==> config.mk <==
export PLATFORM = sky130hd
export DESIGN_NAME = reg_guard_seq
export DESIGN_NICKNAME = d
export VERILOG_FILES = /design/src/rtl/reg_guard_pkg.sv /design/src/rtl/guard_plan.sv /design/src/rtl/bit_merge.sv /design/src/rtl/reg_guard_seq.sv
export SDC_FILE = /design/constraint.sdc
export NUM_CORES = 1
export LEC_CHECK = 0
export BUFFER_PORTS_ARGS = -buffer_cell sky130_fd_sc_hd__clkbuf_2
export CAP_MARGIN = 20
export CORE_ASPECT_RATIO = 0.9
export CORE_MARGIN = 4
export CORE_UTILIZATION = 35
export CTS_BUF_LIST = sky130_fd_sc_hd__clkbuf_16
export DETAILED_ROUTE_END_ITERATION = 10
export PLACE_DENSITY_LB_ADDON = 0.08
export SLEW_MARGIN = 20
export SYNTH_ARGS = -nofsm -noshare
export SYNTH_HDL_FRONTEND = slang
export SYNTH_SLANG_ARGS = --single-unit
==> constraint.sdc <==
create_clock -name clk -period 2.2 [get_ports clk]
set_clock_uncertainty 0.15 [all_clocks]
set_input_delay 0.33 -clock clk [delete_from_list [all_inputs] [get_ports clk]]
set_output_delay 0.33 -clock clk [all_outputs]
set_load 0.02 [all_outputs]
==> src/rtl/reg_guard_pkg.sv <==
package reg_guard_pkg;

    typedef enum logic [1:0] {
        CMD_RD  = 2'd0,
        CMD_WR  = 2'd1,
        CMD_SET = 2'd2,
        CMD_CLR = 2'd3
    } cmd_e;

    typedef enum logic [2:0] {
        ST_IDLE,
        ST_PRE,
        ST_MAIN,
        ST_POST_A,
        ST_POST_B,
        ST_FIN
    } seq_e;

    typedef struct packed {
        logic        guarded;
        logic        extra_post;
        logic [15:0] pre_off;
    } guard_plan_t;

    localparam int          DEFAULT_GUARD_LIMIT = 'h45000;
    localparam logic [15:0] EXTRA_TRIGGER_OFF   = 16'h0100;
    localparam logic [15:0] EXTRA_POST_OFF      = 16'h0038;
    localparam logic [15:0] FINAL_POST_OFF      = 16'hB050;

    function automatic logic [15:0] pre_dummy_off(input logic [31:0] off);
        case (off)
            32'h0000_0000, 32'h0000_0080: return 16'h00C0;
            32'h0000_0148, 32'h0000_0200: return 16'h0028;
            default:                      return 16'h0158;
        endcase
    endfunction

endpackage

==> src/rtl/guard_plan.sv <==
module guard_plan
    import reg_guard_pkg::*;
#(
    parameter int ADDR_W = 24,
    parameter int LIMIT  = DEFAULT_GUARD_LIMIT
) (
    input  logic              rev_a,
    input  logic [ADDR_W-1:0] offset,
    output guard_plan_t       plan
);
    localparam logic [ADDR_W-1:0] LIMIT_A   = ADDR_W'(LIMIT);
    localparam logic [ADDR_W-1:0] TRIGGER_A = ADDR_W'(EXTRA_TRIGGER_OFF);

    always_comb begin
        plan.guarded    = rev_a && (offset < LIMIT_A);
        plan.extra_post = (offset == TRIGGER_A);
        plan.pre_off    = pre_dummy_off(32'(offset));
    end
endmodule

==> src/rtl/bit_merge.sv <==
module bit_merge
    import reg_guard_pkg::*;
#(
    parameter int DATA_W = 64
) (
    input  cmd_e              cmd,
    input  logic [DATA_W-1:0] old_val,
    input  logic [DATA_W-1:0] mask,
    output logic [DATA_W-1:0] merged
);
    always_comb begin
        case (cmd)
            CMD_SET: merged = old_val | mask;
            CMD_CLR: merged = old_val & ~mask;
            default: merged = old_val;
        endcase
    end
endmodule

==> src/rtl/reg_guard_seq.sv <==
module reg_guard_seq
    import reg_guard_pkg::*;
#(
    parameter int ADDR_W      = 24,
    parameter int DATA_W      = 64,
    parameter int GUARD_LIMIT = DEFAULT_GUARD_LIMIT
) (
    input  logic              clk,
    input  logic              rst,
    input  logic              rev_a,
    input  logic              req_valid,
    output logic              req_ready,
    input  logic [1:0]        req_cmd,
    input  logic [ADDR_W-1:0] req_addr,
    input  logic [DATA_W-1:0] req_wdata,
    output logic              done,
    output logic [DATA_W-1:0] rd_data,
    output logic              bus_valid,
    output logic              bus_write,
    output logic [ADDR_W-1:0] bus_addr,
    output logic [DATA_W-1:0] bus_wdata,
    input  logic              bus_ack,
    input  logic [DATA_W-1:0] bus_rdata
);
    localparam logic [ADDR_W-1:0] EXTRA_A = ADDR_W'(EXTRA_POST_OFF);
    localparam logic [ADDR_W-1:0] FINAL_A = ADDR_W'(FINAL_POST_OFF);

    seq_e              state_q, state_d;
    cmd_e              cmd_q;
    logic [ADDR_W-1:0] off_q;
    logic [DATA_W-1:0] mask_q, wval_q, rd_q, merged;
    guard_plan_t       plan_now, plan_q;
    logic              phase2_q;
    logic              rmw, write_pass, issuing, xfer, pass_done;
    seq_e              pass_next;

    guard_plan #(.ADDR_W(ADDR_W), .LIMIT(GUARD_LIMIT)) u_plan (
        .rev_a  (rev_a),
        .offset (req_addr),
        .plan   (plan_now)
    );

    bit_merge #(.DATA_W(DATA_W)) u_merge (
        .cmd     (cmd_q),
        .old_val (bus_rdata),
        .mask    (mask_q),
        .merged  (merged)
    );

    always_comb begin
        rmw        = (cmd_q == CMD_SET) || (cmd_q == CMD_CLR);
        write_pass = (cmd_q == CMD_WR) || (rmw && phase2_q);
        issuing    = (state_q == ST_PRE) || (state_q == ST_MAIN) ||
                     (state_q == ST_POST_A) || (state_q == ST_POST_B);
        xfer       = issuing && bus_ack;
        pass_done  = xfer && (((state_q == ST_MAIN) && !plan_q.guarded) ||
                              (state_q == ST_POST_B));
        if (rmw && !phase2_q)
            pass_next = plan_q.guarded ? ST_PRE : ST_MAIN;
        else
            pass_next = ST_FIN;
    end

    always_comb begin
        state_d = state_q;
        case (state_q)
            ST_IDLE:   if (req_valid) state_d = plan_now.guarded ? ST_PRE : ST_MAIN;
            ST_PRE:    if (bus_ack) state_d = ST_MAIN;
            ST_MAIN:   if (bus_ack) begin
                           if (!plan_q.guarded)        state_d = pass_next;
                           else if (plan_q.extra_post) state_d = ST_POST_A;
                           else                        state_d = ST_POST_B;
                       end
            ST_POST_A: if (bus_ack) state_d = ST_POST_B;
            ST_POST_B: if (bus_ack) state_d = pass_next;
            ST_FIN:    state_d = ST_IDLE;
            default:   state_d = ST_IDLE;
        endcase
    end

    always_ff @(posedge clk) begin
        if (rst) begin
            state_q  <= ST_IDLE;
            cmd_q    <= CMD_RD;
            off_q    <= '0;
            mask_q   <= '0;
            wval_q   <= '0;
            rd_q     <= '0;
            plan_q   <= '0;
            phase2_q <= 1'b0;
        end else begin
            state_q <= state_d;
            if ((state_q == ST_IDLE) && req_valid) begin
                cmd_q    <= cmd_e'(req_cmd);
                off_q    <= req_addr;
                mask_q   <= req_wdata;
                wval_q   <= req_wdata;
                rd_q     <= '0;
                plan_q   <= plan_now;
                phase2_q <= 1'b0;
            end
            if ((state_q == ST_MAIN) && bus_ack && !write_pass) begin
                rd_q   <= bus_rdata;
                wval_q <= merged;
            end
            if (pass_done && rmw && !phase2_q)
                phase2_q <= 1'b1;
        end
    end

    always_comb begin
        case (state_q)
            ST_PRE:    bus_addr = ADDR_W'(plan_q.pre_off);
            ST_POST_A: bus_addr = EXTRA_A;
            ST_POST_B: bus_addr = FINAL_A;
            default:   bus_addr = off_q;
        endcase
    end

    assign bus_valid = issuing;
    assign bus_write = (state_q == ST_MAIN) && write_pass;
    assign bus_wdata = wval_q;
    assign req_ready = (state_q == ST_IDLE);
    assign done      = (state_q == ST_FIN);
    assign rd_data   = rd_q;

    // a pending transaction is held until acknowledged
    assert_hold_pending_R9: assert property (@(posedge clk) disable iff (rst)
        (bus_valid && !bus_ack) |=> (bus_valid && $stable(bus_addr) &&
                                     $stable(bus_write) && $stable(bus_wdata)));

    // writes only happen at the request offset
    assert_write_at_target_R6: assert property (@(posedge clk) disable iff (rst)
        (bus_valid && bus_write) |-> (bus_addr == off_q));

    // done lasts one cycle
    assert_done_pulse_R10: assert property (@(posedge clk) disable iff (rst)
        done |=> !done);

    // no second acceptance straight after one
    assert_busy_after_accept_R10: assert property (@(posedge clk) disable iff (rst)
        (req_valid && req_ready) |=> !req_ready);

    // done follows a downstream acknowledge
    assert_done_after_ack_R10: assert property (@(posedge clk) disable iff (rst)
        done |-> $past(bus_ack));

    // read data holds while idle and not accepting
    assert_rd_hold_R11: assert property (@(posedge clk) disable iff (rst)
        (req_ready && !req_valid) |=> $stable(rd_data));

endmodule

==> flow_summary.json <==
{
  "timing.critical_path.cells": "buf_6 > buf_6 > o21ai_4 > buf_12 > and2_1 > clkbuf_8",
  "drt-total-wl_um": 31890,
  "later_pin_clock_latency_in_the_skew_report_ps": 520,
  "gr-usage-met2_pct": 34.54,
  "layout_min_cycle_time_ps": 2217,
  "reg2reg_slack_ps": 210,
  "gr-total-overflow": 0,
  "min_delay_path_depth": 3,
  "synthToLayoutAreaGrowth_pct": 50.07,
  "timing.critical_path.slowest_cell_delay_ps": 330,
  "drive_above_1_share_pct": 26.04,
  "chipHeight_um": 163.1,
  "failed_checks": "negative setup slack",
  "postSynth.topFlopCell": "sky130_fd_sc_hd__dfxtp_1",
  "design.core.area_mm2": 0.02621,
  "io_pins": 315,
  "cp.required_ps": 1720,
  "final_min_period_over_clock_period_pct": 100.8,
  "grt.met1_usage_pct": 27.79,
  "setup.worst_path.class": "reg -> out",
  "total_number_of_clock_tree_sinks": 229,
  "final-hold-violation-count": 0,
  "synth_simple_gate_area_share_pct": 22.47,
  "grt_pass1_wl_um": 51700,
  "worst_ir_drop_vdd_v": 0.0008178,
  "floorplan.die_area_mm2": 0.02941,
  "critPathCapture": "bus_addr[10]",
  "drtPass1Iterations": 5,
  "yosysWarningCount": 0,
  "max_slew.worst_pin.slew_ps": 862.9,
  "placement.io_buffers": 314,
  "gr-usage-met3_pct": 3.941,
  "rsz_0062_raised_after_global_routing": "yes",
  "post_drt_wl_per_cell_um": 16.13,
  "yosys.area_share.adder_pct": 0,
  "yosys.area_share.xor_xnor_pct": 0.09362,
  "num_vias": 10020,
  "post-synth-top-area-cell": "sky130_fd_sc_hd__dfxtp_1",
  "status": "finished with violations",
  "area.sequential_mm2": 0.004592,
  "critical_path.slowest_cell": "sky130_fd_sc_hd__dfxtp_2",
  "antenna_violations_before_repair": 1,
  "r2r-start": "state_q[2]$_SDFFE_PP0P_",
  "holdCritPathClass": "in -> reg",
  "placement.cell_area_mm2": 0.01145,
  "crit_end_element": "primary output",
  "initial_util_pct": 35.70,
  "totalNegativeSetupSlack_ps": -78.37,
  "post_synth_inst_count": 1176,
  "post_synth_num_cell_types": 44,
  "detailedRoute.firstIterationViolations": 553,
  "cts.root.buffer_cell": "sky130_fd_sc_hd__clkbuf_16",
  "synth_top_cells_by_area": "sky130_fd_sc_hd__dfxtp_1 (49%), sky130_fd_sc_hd__nand2_1 (13%), sky130_fd_sc_hd__a311oi_1 (6.0%)",
  "ys_ff_latch": 229,
  "setup-violations-final": 10,
  "cts.htree.levels": 1,
  "worst-endpoint-arrival_ps": 1740,
  "place_hpwl_um": 20330,
  "grt_pass1_vias": 9940,
  "sequential_fraction_of_the_synthesis_area_pct": 49.00,
  "regToRegEndpoint": "bus_wdata[24]$_SDFFE_PP0P_",
  "worstPathMaxFanout": 14,
  "maxSlewViolCount": 0,
  "finalWorstSetupSlack_ps": -16.86,
  "placedCellCount": 1773,
  "grt_max_degree": 79,
  "gpl.final_weighted_congestion": 0.7923,
  "post-synth-top-area-fraction_pct": 49.00,
  "net_count_synth": 1335,
  "post_synth_most_frequent_cells": "sky130_fd_sc_hd__nand2_1 (317), sky130_fd_sc_hd__dfxtp_1 (229), sky130_fd_sc_hd__nor2_1 (138)",
  "fp.dieW_um": 180.3,
  "post-layout-total-power_mw": 15.81,
  "critPathLaunchType": "register",
  "drt-vias-per-instance": 5.067,
  "multi_input_area_mm2": 0.004499,
  "fin_nets": 1771,
  "netlist_area_before_placement_mm2": 0.009355,
  "grt_use_total_pct": 20.75,
  "slew_headroom_pct": 42.48,
  "gr-max-usage-layer": "met2",
  "synth_enable_flop_cells": 0,
  "layout.filler_cells": 2511,
  "timing.critical_path.mode_cell": "sky130_fd_sc_hd__buf_6",
  "rows": 56,
  "cap_viol_max_count": 0,
  "drt_antenna_net_count": 0,
  "postLayoutCellArea_mm2": 0.01404,
  "clk_pin_slew_worst_paths_ps": 60,
  "cts_tree": "yes",
  "cts_inserted_buffers": 26,
  "worst_hold_startpoint": "bus_ack",
  "compound_gate_portion_of_the_synthesized_area_pct": 23.90,
  "worst_r2r_path_depth": 6,
  "avgSynthCellArea_um2": 7.955,
  "synth_top_family_by_area": "compound AO/OA/AOI/OAI gates",
  "total_leakage_power_nw": 5.926,
  "muxShareOfSynthArea_pct": 0.2274,
  "fmax_ghz": 0.4511,
  "yosys.cell_count.top_type": "sky130_fd_sc_hd__nand2_1",
  "cts_buffer_depth": 3,
  "instances_no_fill": 1977,
  "powerDensity_mw_per_mm2": 1126,
  "crit_start": "state_q[0]$_SDFFE_PP0P_",
  "share_of_synthesized_flip_flops_with_an_asynchronous_set_or_reset_pct": 0,
  "post-route-drc-count": 0
}
[worst min path at each step]
stage | end | slack, ps
floorplan | off_q[0]$_SDFFE_PP0P_ | 280
global placement | off_q[1]$_SDFFE_PP0P_ | 290
detailed placement | off_q[11]$_SDFFE_PP0P_ | 300
CTS | state_q[2]$_SDFFE_PP0P_ | 10
global route | state_q[2]$_SDFFE_PP0P_ | 50
finish | state_q[2]$_SDFFE_PP0P_ | 30
[cells by family (layout without fill, tap and decap cells)]
kind of cell              Yosys count  after routing
buffers and inverters             106            558
other                               0              1
DFF                               229            229
muxes                               2              2
and+or+nand+nor                   514            514
xor gates and xnor gates            1              1
AOI/OAI and AO/OA                 324            324
[per-layer routing]
metal / share of wire [%] / routed length [um] / vias up
met3: 5.3 / 1675 / 55
met4: 2.6 / 826 / 0
met2: 46 / 14780 / 273
met5: 0 / 0 / -
met1: 46 / 14610 / 4692
li1: - / - / 4998
[cells in the final DEF (no fill, tap or decap), drive strengths merged, types with 2 or more instances in the layout]
cell type,n
nor2b,9
nand2b,2
or3b,3
nor4,2
nand2,317
nor3b,2
clkinv,11
o21a,3
nor3,8
a211oi,64
and2,15
a32oi,3
and3,2
a311oi,64
or3,5
a22oi,65
clkbuf,331
a21oi,100
dlygate4sd3,154
o21ai,13
inv,12
dfxtp,229
buf,50
o22ai,4
a22o,2
or4,2
nand3,4
nor4b,3
nor2,138
[report_power, final]
group | total, mW | switching, mW | internal (mW)
Combinational | 6.45 | 4.03 | 2.42
Clock | 3.86 | 1.67 | 2.19
Sequential | 5.50 | 0.458 | 5.04
[worst max-delay path, delay by kind of cell (launching register included)]
family	cells	cell delay (ps)
buffers and inverters	4	550
flip-flops	1	330
AO/OA/AOI/OAI	1	200
AND/OR/NAND/NOR	1	140
[area by class of cell]
type	count	share of cell area (%)
Antenna cell	1	0.01782
Clock inverter	17	0.5169
Inverter	6	0.1604
Multi-Input combinational cell	841	32.05
Clock buffer	27	4.812
Sequential cell	229	32.71
Timing Repair Buffer	508	26.64
Tap cell	348	3.101
[state kept, by name (all words and copies together) (netlist names)]
register   flops
mask_q        64
phase2_q       1
bus_wdata     64
cmd_q          2
rd_data       64
state_q        3
off_q         24
plan_q         7
[metrics by stage]
step	hold WS, ps	setup WS, ps	utilization, %
6_report	30.58	-16.86	53.58
5_1_grt	47.24	-93.13	53.58
4_1_cts	11.35	-61.53	53.25
3_5_place_dp	295.9	60.69	43.69
3_3_place_gp	290.9	62.45	43.69
2_1_floorplan	281.7	196.1	-
[what timing repair did]
action	CTS	global route
setup endpoints to repair	26	26
endpoints found under the hold margin	218	0
hold buffers	154	0
gates resized for setup	48	29
setup buffers	5	1
pin swaps	4	2
Note: power is estimated with default switching activity, not from simulation.
